## config.mk

```make
export PLATFORM = sky130hd
export DESIGN_NAME = hsk_ctrl_unit
export DESIGN_NICKNAME = d
export VERILOG_FILES = /design/src/rtl/hsk_pkg.sv /design/src/rtl/hsk_edge_det.sv /design/src/rtl/hsk_line2_ctl.sv /design/src/rtl/hsk_port_latch.sv /design/src/rtl/hsk_irq_regs.sv /design/src/rtl/hsk_ctrl_unit.sv
export SDC_FILE = /design/constraint.sdc
export NUM_CORES = 1
export LEC_CHECK = 0
export ABC_AREA = 1
export BUFFER_PORTS_ARGS = -buffer_cell sky130_fd_sc_hd__buf_2
export CAP_MARGIN = 25
export CELL_PAD_IN_SITES_DETAIL_PLACEMENT = 0
export CELL_PAD_IN_SITES_GLOBAL_PLACEMENT = 1
export CORE_MARGIN = 1.5
export CORE_UTILIZATION = 33
export DETAILED_ROUTE_END_ITERATION = 10
export GPL_TIMING_DRIVEN = 0
export HOLD_SLACK_MARGIN = 0.02
export PLACE_DENSITY_LB_ADDON = 0.12
export SYNTH_ARGS = -nofsm -noshare
export SYNTH_HDL_FRONTEND = slang
export SYNTH_HIERARCHICAL = 1
export SYNTH_SLANG_ARGS = --single-unit
```

## constraint.sdc

```tcl
create_clock -name clk -period 3.5 [get_ports clk]
set_input_delay 0 -clock clk [delete_from_list [all_inputs] [get_ports clk]]
set_output_delay 0 -clock clk [all_outputs]
set_load 0.01 [all_outputs]
```

## src/rtl/hsk_pkg.sv

```systemverilog
// Package: shared mode codes and helpers for the handshake control-line unit.
// Assumes: the 3-bit mode code is decoded exactly as listed in l2_mode_e.
package hsk_pkg;

    typedef enum logic [2:0] {
        L2_IN_FALL   = 3'd0,
        L2_IRQ_FALL  = 3'd1,
        L2_IN_RISE   = 3'd2,
        L2_IRQ_RISE  = 3'd3,
        L2_HANDSHAKE = 3'd4,
        L2_PULSE     = 3'd5,
        L2_FORCE_LO  = 3'd6,
        L2_FORCE_HI  = 3'd7
    } l2_mode_e;

    // Input modes have bit 2 clear.
    function automatic logic mode_is_input(input l2_mode_e m);
        return ~m[2];
    endfunction

    // Independent input modes leave flag 0 alone on a host access.
    function automatic logic mode_is_indep(input l2_mode_e m);
        return ~m[2] & m[0];
    endfunction

    // Bit 1 picks the rising edge in the input modes.
    function automatic logic mode_wants_rise(input l2_mode_e m);
        return m[1];
    endfunction

endpackage

```

## src/rtl/hsk_edge_det.sv

```systemverilog
// Module: hsk_edge_det
// Finds rising and falling edges of a level by comparing it with the
// value it had on the previous clock.
// Assumes: level_i is synchronous to clk. During reset the history
// register tracks the level, so releasing reset creates no edge.
module hsk_edge_det (
    input  logic clk,
    input  logic rst_n,
    input  logic level_i,
    output logic rise_o,
    output logic fall_o
);

    logic prev_q;

    // Purpose: remember the level of the previous clock.
    always_ff @(posedge clk) begin
        if (!rst_n) prev_q <= level_i;
        else        prev_q <= level_i;
    end

    // Purpose: compare current and previous level.
    always_comb begin
        rise_o = level_i & ~prev_q;
        fall_o = ~level_i & prev_q;
    end

endmodule

```

## src/rtl/hsk_line2_ctl.sv

```systemverilog
// Module: hsk_line2_ctl
// Drives and senses the bidirectional control line. A host access posts a
// request. On the next clock the request drives the line low, and in pulse
// mode it also schedules the return to high one clock later. Handshake mode
// releases the line on a falling edge of line 1. In the input modes the
// module reports the selected edge of the pin.
// Assumes: access_i is a single-cycle strobe.
module hsk_line2_ctl
    import hsk_pkg::*;
(
    input  logic     clk,
    input  logic     rst_n,
    input  l2_mode_e mode_i,
    input  logic     access_i,
    input  logic     l1_fall_i,
    input  logic     pin_i,
    output logic     drive_o,
    output logic     oe_o,
    output logic     flag_set_o
);

    logic drv_q, req_q, ret_q;
    logic drv_n, req_n, ret_n;
    logic eff_lvl, eff_rise, eff_fall;

    // Purpose: select the level the edge detector watches.
    always_comb begin
        oe_o    = ~mode_is_input(mode_i);
        eff_lvl = oe_o ? drv_q : pin_i;
    end

    hsk_edge_det u_eff_edge (
        .clk     (clk),
        .rst_n   (rst_n),
        .level_i (eff_lvl),
        .rise_o  (eff_rise),
        .fall_o  (eff_fall)
    );

    // Purpose: sequence the request and return steps, then apply the mode.
    always_comb begin
        drv_n = drv_q;
        req_n = req_q;
        ret_n = ret_q;
        if (ret_q) begin
            drv_n = 1'b1;
            ret_n = 1'b0;
        end else if (req_q) begin
            drv_n = 1'b0;
            ret_n = (mode_i == L2_PULSE);
            req_n = 1'b0;
        end
        if (access_i && (mode_i == L2_HANDSHAKE || mode_i == L2_PULSE))
            req_n = 1'b1;
        case (mode_i)
            L2_HANDSHAKE: if (l1_fall_i) drv_n = 1'b1;
            L2_FORCE_LO:  drv_n = 1'b0;
            L2_FORCE_HI:  drv_n = 1'b1;
            default:      ;
        endcase
    end

    // Purpose: flag-0 set request from the pin edge or the handshake reply.
    always_comb begin
        if (mode_is_input(mode_i))
            flag_set_o = mode_wants_rise(mode_i) ? eff_rise : eff_fall;
        else if (mode_i == L2_HANDSHAKE)
            flag_set_o = l1_fall_i;
        else
            flag_set_o = 1'b0;
    end

    // Purpose: hold the driven level and the sequencing state.
    always_ff @(posedge clk) begin
        if (!rst_n) begin
            drv_q <= 1'b1;
            req_q <= 1'b0;
            ret_q <= 1'b0;
        end else begin
            drv_q <= drv_n;
            req_q <= req_n;
            ret_q <= ret_n;
        end
    end

    assign drive_o = drv_q;

endmodule

```

## src/rtl/hsk_port_latch.sv

```systemverilog
// Module: hsk_port_latch
// Captures the parallel port on the line-1 active edge, but only while
// the line-1 flag is clear, so that the capture stays frozen until the
// flag is acknowledged.
// Assumes: flag_pending_i is the registered flag value, not its next state.
module hsk_port_latch #(
    parameter int PORT_W = 8
) (
    input  logic              clk,
    input  logic              rst_n,
    input  logic              capture_i,
    input  logic              en_i,
    input  logic              flag_pending_i,
    input  logic [PORT_W-1:0] port_i,
    output logic [PORT_W-1:0] held_o,
    output logic [PORT_W-1:0] data_o
);

    logic [PORT_W-1:0] held_q;

    // Purpose: store the port value on a qualified edge.
    always_ff @(posedge clk) begin
        if (!rst_n)
            held_q <= '0;
        else if (capture_i && en_i && !flag_pending_i)
            held_q <= port_i;
    end

    // Purpose: present the capture or the live port.
    always_comb begin
        held_o = held_q;
        data_o = en_i ? held_q : port_i;
    end

endmodule

```

## src/rtl/hsk_irq_regs.sv

```systemverilog
// Module: hsk_irq_regs
// Flag and enable registers. Set requests win over clears in the same
// cycle. The top flag bit is a registered summary of enabled pending flags.
// Assumes: the top bit of each register is reserved for the summary or
// for the set/clear selector.
module hsk_irq_regs #(
    parameter int FLAG_W = 8
) (
    input  logic              clk,
    input  logic              rst_n,
    input  logic [FLAG_W-2:0] set_i,
    input  logic [FLAG_W-2:0] ack_clr_i,
    input  logic              flag_wr_i,
    input  logic [FLAG_W-1:0] flag_wdata_i,
    input  logic              ien_wr_i,
    input  logic [FLAG_W-1:0] ien_wdata_i,
    output logic [FLAG_W-1:0] flags_o,
    output logic [FLAG_W-2:0] ien_o
);

    localparam int SRC_W = FLAG_W - 1;

    logic [SRC_W-1:0] flag_q, flag_n;
    logic [SRC_W-1:0] ien_q, ien_n;
    logic [SRC_W-1:0] wr_clr;
    logic             sum_q;

    assign wr_clr = flag_wr_i ? flag_wdata_i[SRC_W-1:0] : '0;

    // Purpose: per-bit next state of flags and enables.
    for (genvar b = 0; b < SRC_W; b++) begin : g_bit
        always_comb begin
            flag_n[b] = (flag_q[b] & ~(wr_clr[b] | ack_clr_i[b])) | set_i[b];
            if (ien_wr_i && ien_wdata_i[b])
                ien_n[b] = ien_wdata_i[FLAG_W-1];
            else
                ien_n[b] = ien_q[b];
        end
    end

    // Purpose: register flags, enables and the summary bit.
    always_ff @(posedge clk) begin
        if (!rst_n) begin
            flag_q <= '0;
            ien_q  <= '0;
            sum_q  <= 1'b0;
        end else begin
            flag_q <= flag_n;
            ien_q  <= ien_n;
            sum_q  <= |(flag_n & ien_n);
        end
    end

    assign flags_o = {sum_q, flag_q};
    assign ien_o   = ien_q;

endmodule

```

## src/rtl/hsk_ctrl_unit.sv

```systemverilog
// Module: hsk_ctrl_unit (top)
// Control-line unit for one parallel port: line-1 edge sensing, line-2
// mode handling, port input capture, and the flag/enable registers.
// Assumes: single clock domain; inputs are already synchronized; the
// host access strobe lasts one cycle.
module hsk_ctrl_unit
    import hsk_pkg::*;
#(
    parameter int PORT_W = 8,
    parameter int FLAG_W = 8
) (
    input  logic              clk,
    input  logic              rst_n,
    input  logic              line1_i,
    input  logic              line2_i,
    output logic              line2_o,
    output logic              line2_oe,
    input  logic [PORT_W-1:0] port_i,
    output logic [PORT_W-1:0] port_data_o,
    input  logic              edge1_rise_i,
    input  logic [2:0]        line2_mode_i,
    input  logic              latch_en_i,
    input  logic              data_access_i,
    input  logic [FLAG_W-4:0] ext_flag_set_i,
    input  logic              flag_wr_i,
    input  logic [FLAG_W-1:0] flag_wdata_i,
    input  logic              ien_wr_i,
    input  logic [FLAG_W-1:0] ien_wdata_i,
    output logic [FLAG_W-1:0] flags_o,
    output logic [FLAG_W-2:0] ien_o
);

    localparam int SRC_W = FLAG_W - 1;

    l2_mode_e          mode;
    logic              l1_rise, l1_fall, l1_edge;
    logic              l2_flag_set;
    logic [SRC_W-1:0]  set_vec, ack_vec;
    logic [PORT_W-1:0] held_val;

    assign mode = l2_mode_e'(line2_mode_i);

    hsk_edge_det u_l1_edge (
        .clk     (clk),
        .rst_n   (rst_n),
        .level_i (line1_i),
        .rise_o  (l1_rise),
        .fall_o  (l1_fall)
    );

    // Purpose: active line-1 edge per the polarity control.
    assign l1_edge = edge1_rise_i ? l1_rise : l1_fall;

    hsk_line2_ctl u_l2 (
        .clk        (clk),
        .rst_n      (rst_n),
        .mode_i     (mode),
        .access_i   (data_access_i),
        .l1_fall_i  (l1_fall),
        .pin_i      (line2_i),
        .drive_o    (line2_o),
        .oe_o       (line2_oe),
        .flag_set_o (l2_flag_set)
    );

    hsk_port_latch #(.PORT_W(PORT_W)) u_latch (
        .clk            (clk),
        .rst_n          (rst_n),
        .capture_i      (l1_edge),
        .en_i           (latch_en_i),
        .flag_pending_i (flags_o[1]),
        .port_i         (port_i),
        .held_o         (held_val),
        .data_o         (port_data_o)
    );

    // Purpose: gather flag set and acknowledge-clear vectors.
    always_comb begin
        set_vec    = {ext_flag_set_i, l1_edge, l2_flag_set};
        ack_vec    = '0;
        ack_vec[1] = data_access_i;
        ack_vec[0] = data_access_i & ~mode_is_indep(mode);
    end

    hsk_irq_regs #(.FLAG_W(FLAG_W)) u_regs (
        .clk          (clk),
        .rst_n        (rst_n),
        .set_i        (set_vec),
        .ack_clr_i    (ack_vec),
        .flag_wr_i    (flag_wr_i),
        .flag_wdata_i (flag_wdata_i),
        .ien_wr_i     (ien_wr_i),
        .ien_wdata_i  (ien_wdata_i),
        .flags_o      (flags_o),
        .ien_o        (ien_o)
    );

endmodule

```

# --- Yosys cells after proc, flatten, opt, wreduce, memory -nomap -nowiden ---
# Index checks and enable logic that the tools add are counted.
# W data, S select, Z words.
classes:
  n_eq_ne: 5
  mux: 20
  bitwise: 38
  n_reduce_logical: 14
op_table:
  columns: ["operator", "n"]
  rows:
  - ["$mux W1", 17]
  - ["$not A1 Y1", 15]
  - ["$and A1 B1 Y1", 13]
  - ["$eq A3 B3 Y1 const B", 4]
  - ["$logic_and A1 B1 Y1", 10]
  - ["$or A1 B1 Y1", 9]
  - ["$mux W8", 1]
  - ["$and A7 B7 Y7", 1]
  - ["$mux W7", 1]
  - ["$reduce_or A7 Y1", 1]
  - ["$pmux W1 S3", 1]
  - ["$reduce_or A3 Y1", 1]
  - ["$ne A2 B2 Y1 const B", 1]
  - ["$logic_not A1 Y1", 1]
  - ["$logic_or A1 B1 Y1", 1]
totals:
  register_bits: 28
  input_bits: 41
  output_inout_bits: 25
  wordCells: 86

# --- Logic depth before layout (Yosys ltp) ---
logic_depth:
  word_depth: 10
  depth_mapped: 15
  ltp_nobuf: 14

# --- Hierarchy ---
# Netlist, hierarchy kept.
modules_own_cells:
  columns: ["module", "instances", "cells_per_inst", "area_per_inst_um2", "seq_area_each_um2"]
  rows:
  - ["hsk_irq_regs", 1, 108, 730.7, 300.3]
  - ["hsk_port_latch", 1, 70, 439.2, 160.2]
  - ["hsk_line2_ctl", 1, 36, 214.0, 60.1]
  - ["hsk_edge_det", 2, 5, 35.0, 20.0]
  - ["hsk_ctrl_unit", 1, 7, 32.5, 0.0]

# --- Worst setup path after synthesis ---
# No wires, ideal clock.
synth_timing:
  kind: "flip-flop to flip-flop"
  startpoint: "register u_l2.drv_q (netlist: u_l2/drive_o)"
  endpoint: "register u_regs.sum_q"
  setup_time_ps: 119
  arrival_ps: 1157
  t_required_ps: 3381
  path_slack_ps: 2224
  path_stages_with_launch: 14
  path_buffers: 0
  synth_period_minus_slack_ps: 1276
  cell_sequence: "dfxtp_1 nand2_1 o21ai_0 nor2_1 nor2_1 nor2_1 nand2_1 o21ai_1 inv_1 nand2_1 nand2_1 nand2_1 nor2_1 a21oi_2"
synth_via:
  elab_chain_len: 8
  elab_cells_between_ends: 9
  cone_classes: "3 x mux; 5 x bitwise; 1 x reduce/logical"
synth_lines:
  columns: ["element", "line", "source"]
  rows:
  - ["start, declared", "hsk_line2_ctl.sv:22", "logic drv_q, req_q, ret_q;"]
  - ["start signal, assigned", "hsk_line2_ctl.sv:80", "drv_q <= drv_n;"]
  - ["$mux W1", "hsk_line2_ctl.sv:29", "eff_lvl = oe_o ? drv_q : pin_i;"]
  - ["via u_l2.eff_lvl", "hsk_line2_ctl.sv:24", "logic eff_lvl, eff_rise, eff_fall;"]
  - ["$not A1 Y1", "hsk_edge_det.sv:25", "fall_o = ~level_i & prev_q;"]
  - ["$and A1 B1 Y1", "hsk_edge_det.sv:25", null]
  - ["via u_l2.eff_fall", "hsk_line2_ctl.sv:24", null]
  - ["$mux W1", "hsk_line2_ctl.sv:66", "flag_set_o = mode_wants_rise(mode_i) ? eff_rise : eff_fall;"]
  - ["$mux W1", "hsk_line2_ctl.sv:65", "if (mode_is_input(mode_i))"]
  - ["via l2_flag_set", "hsk_ctrl_unit.sv:37", "logic l2_flag_set;"]
  - ["$or A1 B1 Y1", "hsk_irq_regs.sv:33", "flag_n[b] = (flag_q[b] & ~(wr_clr[b] | ack_clr_i[b])) | set_i[b];"]
  - ["$and A7 B7 Y7", "hsk_irq_regs.sv:50", "sum_q <= |(flag_n & ien_n);"]
  - ["$reduce_or A7 Y1", "hsk_irq_regs.sv:50", null]
  - ["end signal, assigned", "hsk_irq_regs.sv:50", null]
  - ["end, declared", "hsk_irq_regs.sv:26", "logic sum_q;"]
# The timed path passes the listed nets, and every way through them passes these cells.
# A chain may end at the register's enable or synchronous reset.

# --- Worst setup path in the final report ---
layout_timing:
  startpoint: "input ien_wdata_i[7]"
  endpoint: "register u_regs.ien_q[1] (netlist: u_regs/ien_o[1])"
layout_via:
  elab_chain_len: 1
layout_lines:
  columns: ["element", "line", "source"]
  rows:
  - ["start, declared", "hsk_ctrl_unit.sv:28", "input logic [FLAG_W-1:0] ien_wdata_i,"]
  - ["$mux W1", "hsk_irq_regs.sv:34", "if (ien_wr_i && ien_wdata_i[b])"]
  - ["end signal, assigned", "hsk_irq_regs.sv:49", "ien_q <= ien_n;"]
  - ["end, declared", "hsk_irq_regs.sv:24", "logic [SRC_W-1:0] ien_q, ien_n;"]
# No other way between the ends.

==> key figures <==
Run status
  – Outcome: finished, final reports clean

Synthesis
  – Synth cell types: 22
  – Cell with the most instances after synthesis: nand2_1
  – Syn Inst Count: 231
  – Mapped cell area: 0.00149 mm2
  – Ys flop type: dfxtp_1
  – Register area share after synthesis: 0.377
  – Top cells by area, synth: dfxtp_1 (38%), nand2_1 (15%), nor2_1 (11%), inv_1 (9.8%), a21oi_1 (6.1%)
  – EDFF count, synth: 0
  – Commonest cells in the netlist: nand2_1 (58), nor2_1 (43), inv_1 (39)
  – Register bit total from synthesis: 28
  – Largest area contributor in the netlist: dfxtp_1
  – Top-area cell type share of the netlist area: 0.377
  – Syn_area_per_cell: 6.43 um2
  – Async SR Flop Fraction: 0
  – Yosys warns: 6

Critical path
  – CP Data Required Time: ~3700 ps
  – Worst-path cell chain: dlygate4sd3_1 -> buf_2 -> nand3_1 -> dlygate4sd3_1 -> a21oi_1 -> dlygate4sd3_1
  – Most frequent CP cell: dlygate4sd3_1
  – Crit path capture type: flop
  – Buf+Inv Stages, Crit Path: 4
  – Crit path kind: in2reg
  – Internal reg-to-reg setup slack: 2080 ps
  – Critical Path Max Stage Delay: 580 ps
  – WP data arrival: 1940 ps
  – Startpoint types: input port
  – Critical path fanouts, max: 2
  – Worst path slowest cell: dlygate4sd3_1
  – Crit path max-delay family: buffers and inverters

Clocking
  – # clock sinks: 28
  – CTS tree: done
  – CTS Buf Count: 3
  – Root Buffer: clkbuf_8
  – Post_cts resized: 0
  – Setup Fix Bufs, Post-CTS: 0
  – Maximum clock path buffer count: 2
  – H-tree levels: 1
  – CTS clk-pin slew, worst paths: 90 ps
  – Clock latency on the worst-skew pair: 270 ps
  – Hold buffer count at cts: 23

Drt
  – Total number of vias: roughly 1,600
  – Iter 0 DRT Violations: 50
  – Final WL: 3610 um
  – 1st-pass router iterations: 4
  – Vias/cell: 4.16
  – Detail Route Antenna Nets: 0
  – WL/cell: about 9.6 um
  – Residual DRC: 0

Global route
  – Initial antenna violation count: 0
  – Largest net degree at the start of global routing: 16
  – Vias in the first global route: 1,509
  – Overflow after GRT: 0
  – GR Layer Usage met1: 0.193
  – M2 GR Usage: 0.259
  – First-pass GRT wire length: 6210 um
  – Global routing usage on met3: 0.0462
  – Top Usage Layer GRT: met2
  – GRT Util Overall: 0.155

Timing
  – RSZ-0062 raised after global routing: false
  – Setup TNS: 0 ps
  – Post-route setup slack: 1730 ps
  – Fmax: 566 MHz
  – Clock Skew: 2.67 ps
  – Crit share post-route: 0.505
  – Final Hold Viols: 0
  – Min Tclk post-route: 1770 ps
  – Final setup viols: 0
  – Slew Limit Fails: 0

Floorplan
  – Die X: ~70 um
  – I/O pins: between 60 and 70
  – Starting Density: 0.341
  – Die ar.: 0.00492 mm2
  – Die H: approximately 70 um
  – Area of the core: 0.00435 mm2
  – Num rows: 24

Placed design
  – GPL Wtd Cong: 0.730
  – Post-place setup slack: 2030 ps
  – Hpwl dp: 2680 um
  – Port bufs: 62

Cells and area
  – # diodes: 0
  – Area Growth Syn to Fin: 45.5%
  – Layout cells sized above 1: 0.287
  – Fin nets: 366

Job
  – Max-cap violations: 0

Power
  – Maximum vdd drop: 242 uV
  – PD cells: 331 mW/mm2
  – Leak: 1.18 nW

Min path
  – Hold Crit Class: in2reg
kinds of logic (layout without fill, tap and decap cells):
logic type | Yosys count | after routing | share of synthesized area
compound gates | 28 | 28 | 0.112
buf+inv | 51 | 140 | 0.156
flops | 28 | 28 | 0.377
other cells | 1 | 5 | 0.00252
simple gates | 123 | 123 | 0.353
per-stage QoR:
step                      hold slack [ps]  instance area, um2   util  total power, mW  cells
after floorplan                      27.7                1500      -            0.446    235
after global placement                134                1880  0.431            0.506    349
final                                34.8                2160  0.497            0.715    376
after detailed placement              137                1880  0.431            0.506    349
after CTS                            22.2                2160  0.497            0.730    376
after global routing                 52.3                2160  0.497            0.763    376
routing by layer:
metal / share of wire / up-vias / wire length (um)
li1: - / 871 / -
met1: 0.47 / 654 / 1680
met2: 0.46 / 39 / 1660
met3: 0.066 / 2 / 239
met4: 0.0080 / 0 / 29
met5: 0 / - / 0
worst paths after layout:
path / startpoint / to / depth (start not counted)
max: ien_wdata_i[7] / u_regs/ien_o[1] / 6
max reg2reg: u_l2/drive_o / u_regs/sum_q / 13
min reg2reg: u_l2/req_q / u_l2/ret_q / 2
min: flag_wdata_i[3] / u_regs/flag_q[3] / 4
tightest hold or removal path, cell delays in order:
cell     delay, ps
buf_2           70
nand2_1         50
nand3_1         80
a21oi_1         60
state kept, by name, summed over array words and instances (netlist names):
signal,flops
u_regs/sum_q,1
u_latch/held_o,8
u_l2/drive_o,1
u_l2/ret_q,1
u_l2/req_q,1
u_regs/flag_q,7
u_l2/u_eff_edge/prev_q,1
u_regs/ien_o,7
u_l1_edge/prev_q,1
report_power, final:
part,leakage [nW],internal [mW],switching (mW)
logic,0.918,0.0824,0.0890
clock network,0.0288,0.101,0.0985
registers,0.231,0.337,0.00753
layout by cell type, fill, tap and decap left out:
| master | instances |
|---|---|
| nand2_4 | 1 |
| o21ai_0 | 1 |
| dfxtp_1 | 28 |
| nand3_4 | 1 |
| nand2_2 | 8 |
| dlygate4sd3_1 | 23 |
| nand2_1 | 58 |
| buf_2 | 64 |
| a21oi_2 | 2 |
| conb_1 | 5 |
| buf_6 | 4 |
| nand4_1 | 1 |
| inv_1 | 39 |
| clkbuf_8 | 4 |
| clkinv_1 | 1 |
| buf_4 | 2 |
| a21oi_1 | 18 |
| inv_2 | 2 |
| o21ai_1 | 2 |
| nor2_1 | 43 |
| clkbuf_1 | 1 |
| o21ai_2 | 5 |
| nand3_1 | 9 |
| nand3b_1 | 2 |
final cells by class:
class                   count  area (um2)
inverters                  42         158
multi-input cells         156         709
clock buffers               4        55.1
plain buffers               9        73.8
well taps                  52        65.1
repair buffers             85         541
flip-flops and latches     28         561
fillers                   470        2190
Note: power is estimated with default switching activity, not from simulation.
